## config.mk

```make
export PLATFORM = sky130hd
export DESIGN_NAME = ctx_update_unit
export DESIGN_NICKNAME = d
export VERILOG_FILES = /design/src/rtl/ctxu_pkg.sv /design/src/rtl/ctxu_vhi_reg.sv /design/src/rtl/ctxu_xctx_reg.sv /design/src/rtl/ctxu_rd_mux.sv /design/src/rtl/ctx_update_unit.sv
export SDC_FILE = /design/constraint.sdc
export NUM_CORES = 1
export LEC_CHECK = 0
export BUFFER_PORTS_ARGS = -buffer_cell sky130_fd_sc_hd__buf_2
export CORE_ASPECT_RATIO = 1.75
export CORE_MARGIN = 2
export CORE_UTILIZATION = 44
export CTS_BUF_LIST = sky130_fd_sc_hd__clkbuf_2
export DETAILED_ROUTE_END_ITERATION = 16
export GPL_ROUTABILITY_DRIVEN = 0
export HOLD_SLACK_MARGIN = 0.05
export PLACE_DENSITY_LB_ADDON = 0.1
export RECOVER_POWER = 100
export SYNTH_ARGS = -nofsm -noshare
export SYNTH_HDL_FRONTEND = slang
export SYNTH_SLANG_ARGS = --single-unit
```

## constraint.sdc

```tcl
create_clock -name clk -period 1.07 [get_ports clk]
set_input_delay 0.214 -clock clk [delete_from_list [all_inputs] [get_ports clk]]
set_output_delay 0.214 -clock clk [all_outputs]
set_load 0.02 [all_outputs]
```

## src/rtl/ctxu_pkg.sv

```systemverilog
package ctxu_pkg;

    localparam int unsigned XLEN     = 64;
    localparam int unsigned ASID_W   = 8;
    localparam int unsigned PG_SHIFT = 12;

    typedef enum logic {
        SEL_VHI  = 1'b0,
        SEL_XCTX = 1'b1
    } ctx_sel_e;

    typedef struct packed {
        logic            en;
        ctx_sel_e        sel;
        logic [XLEN-1:0] data;
    } sw_wr_t;

    typedef struct packed {
        logic            en;
        logic [XLEN-1:0] vaddr;
    } fault_t;

    // upper two region bits plus the implemented segment
    function automatic logic [XLEN-1:0] seg_mask(int unsigned seg);
        logic [XLEN-1:0] low;
        low = (64'd1 << seg) - 64'd1;
        return {2'b11, {(XLEN-2){1'b0}}} | low;
    endfunction

    // clears the sub-page-pair hole between the ASID and the VPN2
    function automatic logic [XLEN-1:0] vhi_write_mask();
        logic [XLEN-1:0] m;
        m = '1;
        m[PG_SHIFT:ASID_W] = '0;
        return m;
    endfunction

endpackage

```

## src/rtl/ctxu_vhi_reg.sv

```systemverilog
module ctxu_vhi_reg
    import ctxu_pkg::*;
#(
    parameter int unsigned SEG_BITS = 40
) (
    input  logic            clk,
    input  logic            rst,
    input  sw_wr_t          wr,
    input  fault_t          flt,
    output logic [XLEN-1:0] q
);
    localparam logic [XLEN-1:0] SMASK = seg_mask(SEG_BITS);
    localparam logic [XLEN-1:0] WMASK = vhi_write_mask();

    logic            wr_hit;
    logic [XLEN-1:0] nxt;

    assign wr_hit = wr.en && (wr.sel == SEL_VHI);

    always_comb begin
        nxt = q;
        if (flt.en) begin
            nxt = {flt.vaddr[XLEN-1:PG_SHIFT+1], {(PG_SHIFT+1-ASID_W){1'b0}},
                   q[ASID_W-1:0]} & SMASK;
        end else if (wr_hit) begin
            nxt = wr.data & WMASK & SMASK;
        end
    end

    always_ff @(posedge clk) begin
        if (rst) q <= '0;
        else     q <= nxt;
    end

    assert_asid_kept_R3: assert property (@(posedge clk) disable iff (rst)
        flt.en |=> q[ASID_W-1:0] == $past(q[ASID_W-1:0]));

    assert_hole_clear_R2: assert property (@(posedge clk) disable iff (rst)
        (q[PG_SHIFT:ASID_W] == '0) && ((q & ~SMASK) == '0));

    assert_hold_R10: assert property (@(posedge clk) disable iff (rst)
        (!flt.en && !wr_hit) |=> $stable(q));

endmodule

```

## src/rtl/ctxu_xctx_reg.sv

```systemverilog
module ctxu_xctx_reg
    import ctxu_pkg::*;
#(
    parameter int unsigned SEG_BITS    = 40,
    parameter logic [63:0] REGION_PICK = 64'h0000_C000_0000_0000
) (
    input  logic            clk,
    input  logic            rst,
    input  sw_wr_t          wr,
    input  fault_t          flt,
    output logic [XLEN-1:0] q
);
    localparam int unsigned BASE_LSB  = SEG_BITS - 7;
    localparam int unsigned REG_SHIFT = SEG_BITS - 9;
    localparam int unsigned VPN_SHIFT = 9;
    localparam logic [XLEN-1:0] SW_KEEP  = (64'd1 << BASE_LSB) - 64'd1;
    localparam logic [XLEN-1:0] VPN_PICK = ((64'd1 << SEG_BITS) - 64'd1)
                                           & ~((64'd1 << (PG_SHIFT+1)) - 64'd1);

    logic            wr_hit;
    logic [XLEN-1:0] region_f;
    logic [XLEN-1:0] vpn_f;
    logic [XLEN-1:0] nxt;

    assign wr_hit   = wr.en && (wr.sel == SEL_XCTX);
    assign region_f = (flt.vaddr & REGION_PICK) >> REG_SHIFT;
    assign vpn_f    = (flt.vaddr & VPN_PICK) >> VPN_SHIFT;

    always_comb begin
        nxt = q;
        if (flt.en) begin
            nxt = (q & ~SW_KEEP) | region_f | vpn_f;
        end else if (wr_hit) begin
            nxt = (q & SW_KEEP) | (wr.data & ~SW_KEEP);
        end
    end

    always_ff @(posedge clk) begin
        if (rst) q <= '0;
        else     q <= nxt;
    end

    assert_base_kept_R4: assert property (@(posedge clk) disable iff (rst)
        flt.en |=> q[XLEN-1:BASE_LSB] == $past(q[XLEN-1:BASE_LSB]));

    assert_low_kept_R7: assert property (@(posedge clk) disable iff (rst)
        (wr_hit && !flt.en) |=> q[BASE_LSB-1:0] == $past(q[BASE_LSB-1:0]));

    assert_fault_wins_R8: assert property (@(posedge clk) disable iff (rst)
        (flt.en && wr_hit) |=> q[3:0] == 4'd0);

    assert_hold_R10: assert property (@(posedge clk) disable iff (rst)
        (!flt.en && !wr_hit) |=> $stable(q));

endmodule

```

## src/rtl/ctxu_rd_mux.sv

```systemverilog
module ctxu_rd_mux
    import ctxu_pkg::*;
(
    input  ctx_sel_e        sel,
    input  logic [XLEN-1:0] vhi,
    input  logic [XLEN-1:0] xctx,
    output logic [XLEN-1:0] dout
);
    always_comb begin
        case (sel)
            SEL_VHI:  dout = vhi;
            SEL_XCTX: dout = xctx;
            default:  dout = '0;
        endcase
    end

    assert_rd_route_R9: assert final ((sel == SEL_XCTX) ? (dout == xctx) : (dout == vhi));

endmodule

```

## src/rtl/ctx_update_unit.sv

```systemverilog
module ctx_update_unit
    import ctxu_pkg::*;
#(
    parameter int unsigned SEG_BITS = 40
) (
    input  logic        clk,
    input  logic        rst,
    input  logic        wr_en,
    input  logic        wr_sel,
    input  logic [63:0] wr_data,
    input  logic        flt_en,
    input  logic [63:0] flt_addr,
    input  logic        rd_sel,
    output logic [63:0] rd_data
);
    sw_wr_t          wr_req;
    fault_t          flt_req;
    logic [XLEN-1:0] vhi_q;
    logic [XLEN-1:0] xctx_q;

    assign wr_req  = '{en: wr_en, sel: ctx_sel_e'(wr_sel), data: wr_data};
    assign flt_req = '{en: flt_en, vaddr: flt_addr};

    ctxu_vhi_reg #(.SEG_BITS(SEG_BITS)) u_vhi (
        .clk (clk),
        .rst (rst),
        .wr  (wr_req),
        .flt (flt_req),
        .q   (vhi_q)
    );

    ctxu_xctx_reg #(.SEG_BITS(SEG_BITS)) u_xctx (
        .clk (clk),
        .rst (rst),
        .wr  (wr_req),
        .flt (flt_req),
        .q   (xctx_q)
    );

    ctxu_rd_mux u_rd (
        .sel  (ctx_sel_e'(rd_sel)),
        .vhi  (vhi_q),
        .xctx (xctx_q),
        .dout (rd_data)
    );

endmodule

```

==> out/metrics.cfg, run 1 <==
[synth]
seq_area_frac_synth_pct = 43.6
synth_area_leaders = dfxtp_1, nand2_1, mux2_2, a21oi_1, o311a_1
synth.largest_area_cell = dfxtp_1
synthSimpleGateAreaFrac_pct = 19.9
netlist_area_um2 = 4360
synth_warnings = 0
synth_top_area_share_pct = 43.6
synth_top_family_by_area = simple AND/OR/NAND/NOR gates
synth.most_common_cell = nand2_1
synthArstFlopShare_pct = 0
syn_inst = 527
synth_edf_count = 0
synthMuxAreaShare_pct = 13.7
synth_common_cells = nand2_1, dfxtp_1, a21oi_1
syn_nets = 661
synthAdderAreaFrac_pct = 0
synth-compound-area-share_pct = 14.8
ys_ff_latch = 95
syn_area_per_cell_um2 = 8.27
synth.distinct_cells = 21
synth_flop_cell = dfxtp_1
synth-xor-area-share_pct = 0

[detailed_routing]
drc = 0
via_count = 4538
drtIter0Drc = 188
wl_per_cell_um = 15.0
drt_wl_total_mm = 13.6
drt-pass1-iter-count = 6
ant_nets = 0
viasPerCell = 4.99

[setup_path]
worstPathCellList = mux2_4 > buf_6
worst-path-max-fanout = 2
r2r_start = u_vhi.q[1]
slowest_delay_ps = 400
crit_family = flip-flops
crit_type = register to primary output
startpoint = u_vhi.q[6]
arrival_ps = 1390
critPathLaunchType = register
crit_buf_inv = 1
required_ps = 860
endpoint_kind = primary output
cp_slowest_cell = dfxtp_2

[placed_design]
dp_hpwl_mm = 8.16
placed_area_um2 = 5460
dp_cells = 794
io_buffers = 159

[grt]
grt_max_degree = 52
overflow = 0
antenna_found_initial = 1
grt_pass1_wl_mm = 21.0
grt_pass1_vias = 4539
grt_usage_pct = 24.8

[cells_and_area]
syn_to_final_growth_pct = 66.1
num-fill-cells = 698
drive_gt1_share_pct = 44.9
nNetsFinal = 913
fin_cells = 910
seq_area_um2 = 2000
fin_area_um2 = 7240
multi_input_area_um2 = 2320

[sta]
relSlewSlack_pct = 70.7
hold_ws_ps = 122
fin_crit_sh_pct = 150
setup_viol = 84
fin_worst_skew_ps = 0
worst_pin_slew_ps = 439
layout_min_cycle_time_ps = 1610
fin_ws_ps = -538
fmax_mhz = 622
rsz0062_at_grt = true
drv_slew = 0
hold_violations = 0
fin_setup_tns_ps = -26690

[run]
cap_viol_max_count = 0

[die]
die_w_um = 79.2
rows = 48
ios = 198
placeableCoreArea_um2 = 9730
die_h_um = 136
start_util_pct = 44.8
dieArea_um2 = 10800

[hold_path]
hp-start = flt_en
min_path_type = primary input to register

[clocking]
root_buffer = clkbuf_2
worstSkewPairLatency_ps = 550
cts.sinks = 95
htreeDepth = 3
clk_pin_slew_ps = 280
cts_inserted_buffers = 9
cts_tree = yes
cts_max_path_buffers = 2

[pwr]
total_power_mw = 7.86
peakVddDrop_mv = 0.859
leakagePower_nw = 3.39
power.density_nw_per_um2 = 1090

[run_status]
violations = setup timing
status = finished, violations left

==> final timing paths <==
path,to,slack (ps),depth (start not counted)
setup / recovery,rd_data[6],-540,2
hold / removal,u_vhi.q[13],120,4
setup reg to reg,u_vhi.q[1],240,4
hold reg to reg,u_xctx.q[40],470,2
==> layout make-up <==
cell class	count	share of cell area, %
diodes	1	0.0346
clock buffers	10	0.691
clock inverters	6	1.30
inverters	29	1.50
multi-input cells	358	32.0
flip-flops and latches	95	27.6
well taps	125	2.16
repair buffers	286	34.7
==> registers in the layout (all words and copies together) (netlist names) <==
name      flops
u_xctx.q     58
u_vhi.q      37
==> tightest hold or removal path, stage by stage <==
cell     delay (ps)
buf_4           120
buf_4           160
a21oi_1          70
o311a_1         100
==> layout by cell type, fill, tap and decap left out, types with 2 or more instances in the layout <==
cell type and count:
buf_6 63, clkbuf_2 10, clkinv_4 2, nor2b_4 5
clkbuf_4 2, bufinv_16 2, mux2_4 26, a21oi_1 68
buf_2 93, and2_4 27, mux2_2 5, dlygate4sd3_1 91
dfxtp_2 77, nand2_1 107, buf_12 11, nor2_1 58
a211oi_1 2, inv_1 29, o311a_1 29, dfxtp_1 18
buf_4 25, mux2i_1 25
==> through the flow <==
stage | worst slack [ps] | util, %
final | -538 | 74.4
after global routing | -603 | 74.4
after detailed placement | -224 | 56.2
after CTS | -559 | 73.7
after floorplan | -35.1 | -
after global placement | -227 | 56.2
==> cell families after synthesis <==
family	after synthesis
flops	95
compound gates	99
simple gates	203
mux	56
buf+inv	74
==> per-layer routing <==
| metal | up-vias | GRT usage, % | wire length, µm |
|---|---|---|---|
| met3 | 26 | 4.47 | 574 |
| met1 | 2115 | 26.4 | 5240 |
| met4 | 0 | 11.5 | 352 |
| li1 | 2250 | - | - |
| met2 | 147 | 46.1 | 7460 |
| met5 | - | 0 | 0 |
==> what timing repair did <==
action                                 CTS  global route
setup buffers                            2             6
hold buffers                            91             0
setup endpoints to repair               64            64
resized for setup                      240            23
endpoints found under the hold margin   95             0
==> where the power goes <==
| group | internal, mW | switching [mW] | leakage, nW |
|---|---|---|---|
| clock | 0.799 | 1.25 | 0.0827 |
| combinational | 1.07 | 0.852 | 2.50 |
| sequential | 3.77 | 0.114 | 0.811 |
(Power assumes the default switching activity.)
==> run 2: changes to the inputs <==
Settings changed: CORE_ASPECT_RATIO 1.75 to 1.4.
==> run 2 against run 1 <==
The flow still finishes with violations (setup timing). Worst setup slack gained 45 ps. Flip-flop and latch count stayed put. Clock power decreased by 8%. Final cell count up 0.22%. First-iteration DRC count stayed put. Hold slack improved by 18 ps. Via count down 1.6%. Sequential power about the same. Clock skew unchanged. Sequential share of layout area up 0.61 points. Combinational power down 3%. Cell area fell by 2.1%. Largest cell class unchanged.
==> out/metrics.cfg, run 2 (same netlist as run 1, synthesis figures left out) <==
[cells_and_area]
regMostFlops = u_xctx.q
syn_to_final_growth_pct = 62.7
final_common_cell = nand2_1
seq_area_um2 = 2000
multi_input_area_um2 = 2320
fin_cells = 912
largest_reg_flops = 58
drive_gt1_share_pct = 43.9
num-fill-cells = 707
final_cell_mix = nand2_1, buf_2, dlygate4sd3_1, dfxtp_2, a21oi_1
nNetsFinal = 905
top_regs = u_xctx.q (58), u_vhi.q (37)
final_util_pct = 72.4

[sta]
fin_ws_ps = -493
fin_setup_tns_ps = -25870
fmax_mhz = 640
hold_violations = 0
relSlewSlack_pct = 73.6
drv_slew = 0
layout_min_cycle_time_ps = 1560
worst_pin_slew_ps = 395
fin_worst_skew_ps = 0
fin_crit_sh_pct = 146
setup_viol = 101
rsz0062_at_grt = true

[detailed_routing]
ant_nets = 0
viasPerCell = 4.90
wl_per_cell_um = 14.7
via_count = 4466
drc = 0
drtIter0Drc = 188
drt_wl_total_mm = 13.4
drt-pass1-iter-count = 4

[pwr]
leakagePower_nw = 3.32
power.density_nw_per_um2 = 1080
peakVddDrop_mv = 0.787
total_power_mw = 7.63

[clocking]
root_buffer = clkbuf_2
htreeDepth = 3
clk_pin_slew_ps = 240
cts_tree = yes
cts_inserted_buffers = 9
cts_max_path_buffers = 2
worstSkewPairLatency_ps = 520
cts.sinks = 95

[setup_path]
crit_type = register to primary output
critPathLaunchType = register
worst-path-max-fanout = 2
required_ps = 860
endpoint_kind = primary output
reg2reg_slack_ps = 290
arrival_ps = 1350

[run_status]
violations = setup timing
status = finished, violations left

[die]
ios = 198
dieArea_um2 = 10700
die_w_um = 88.1
rows = 43
start_util_pct = 44.5
placeableCoreArea_um2 = 9790
die_h_um = 122

[placed_design]
dp_cells = 798
io_buffers = 159
place_ws_ps = -226
dp_hpwl_mm = 7.82

[grt]
antenna_found_initial = 1
grt_usage_pct = 24.3
overflow = 0
grt_max_degree = 69
grt_pass1_wl_mm = 20.4
grt_pass1_vias = 4389

[run]
cap_viol_max_count = 0

[hold_path]
min_path_type = primary input to register

[run 2: cell count changes in the layout (fill, tap and decap cells not counted), sizes merged]
cell / before / now
clkinv: 2 / 4
clkinvlp: 1 / 0
buf: 192 / 184
inv: 30 / 29
[run 2: final timing paths]
path	start	endpoint	cells past startpoint
hold / removal	flt_en	u_vhi.q[1]	5
setup / recovery	u_vhi.q[21]	rd_data[21]	2
hold reg to reg	u_vhi.q[0]	u_vhi.q[0]	2
setup reg to reg	u_xctx.q[24]	u_xctx.q[24]	3
[run 2: per-layer routing]
metal,vias up,GRT usage [%],share of wire [%]
li1,2233,-,-
met1,2062,27.2,41
met2,140,44.6,51
met3,31,3.52,4.7
met4,0,11.0,3.1
met5,-,0,0
[run 2: layout make-up]
type	count	area share, %
Antenna cell	1	0.0353
Inverter	29	1.53
Tap cell	135	2.38
Clock buffer	10	0.706
Sequential cell	95	28.2
Multi-Input combinational cell	358	32.7
Timing Repair Buffer	278	33.4
Clock inverter	6	1.06
[run 2: stage by stage]
stage / hold slack, ps / instance area, µm²
2_1_floorplan: 350 / 4390
3_3_place_gp: 437 / 5360
3_5_place_dp: 442 / 5360
4_1_cts: 102 / 7030
5_1_grt: 131 / 7090
6_report: 140 / 7090
[run 2: repair_timing]
item	CTS	global route
resized for setup	239	24
hold endpoints to repair	95	0
buffers inserted	2	4
hold buffers	91	0
pin swaps	0	0
endpoints found under the setup margin	64	64
[run 2: power by group]
part | switching (mW) | internal, mW
Clock | 1.13 | 0.754
Sequential | 0.115 | 3.77
Combinational | 0.836 | 1.03
Total | 2.08 | 5.55
[run 2: critical path, stage by stage, from the launching register on]
cell	delay (ps)
dfxtp_2	410
mux2_4	280
buf_6	130
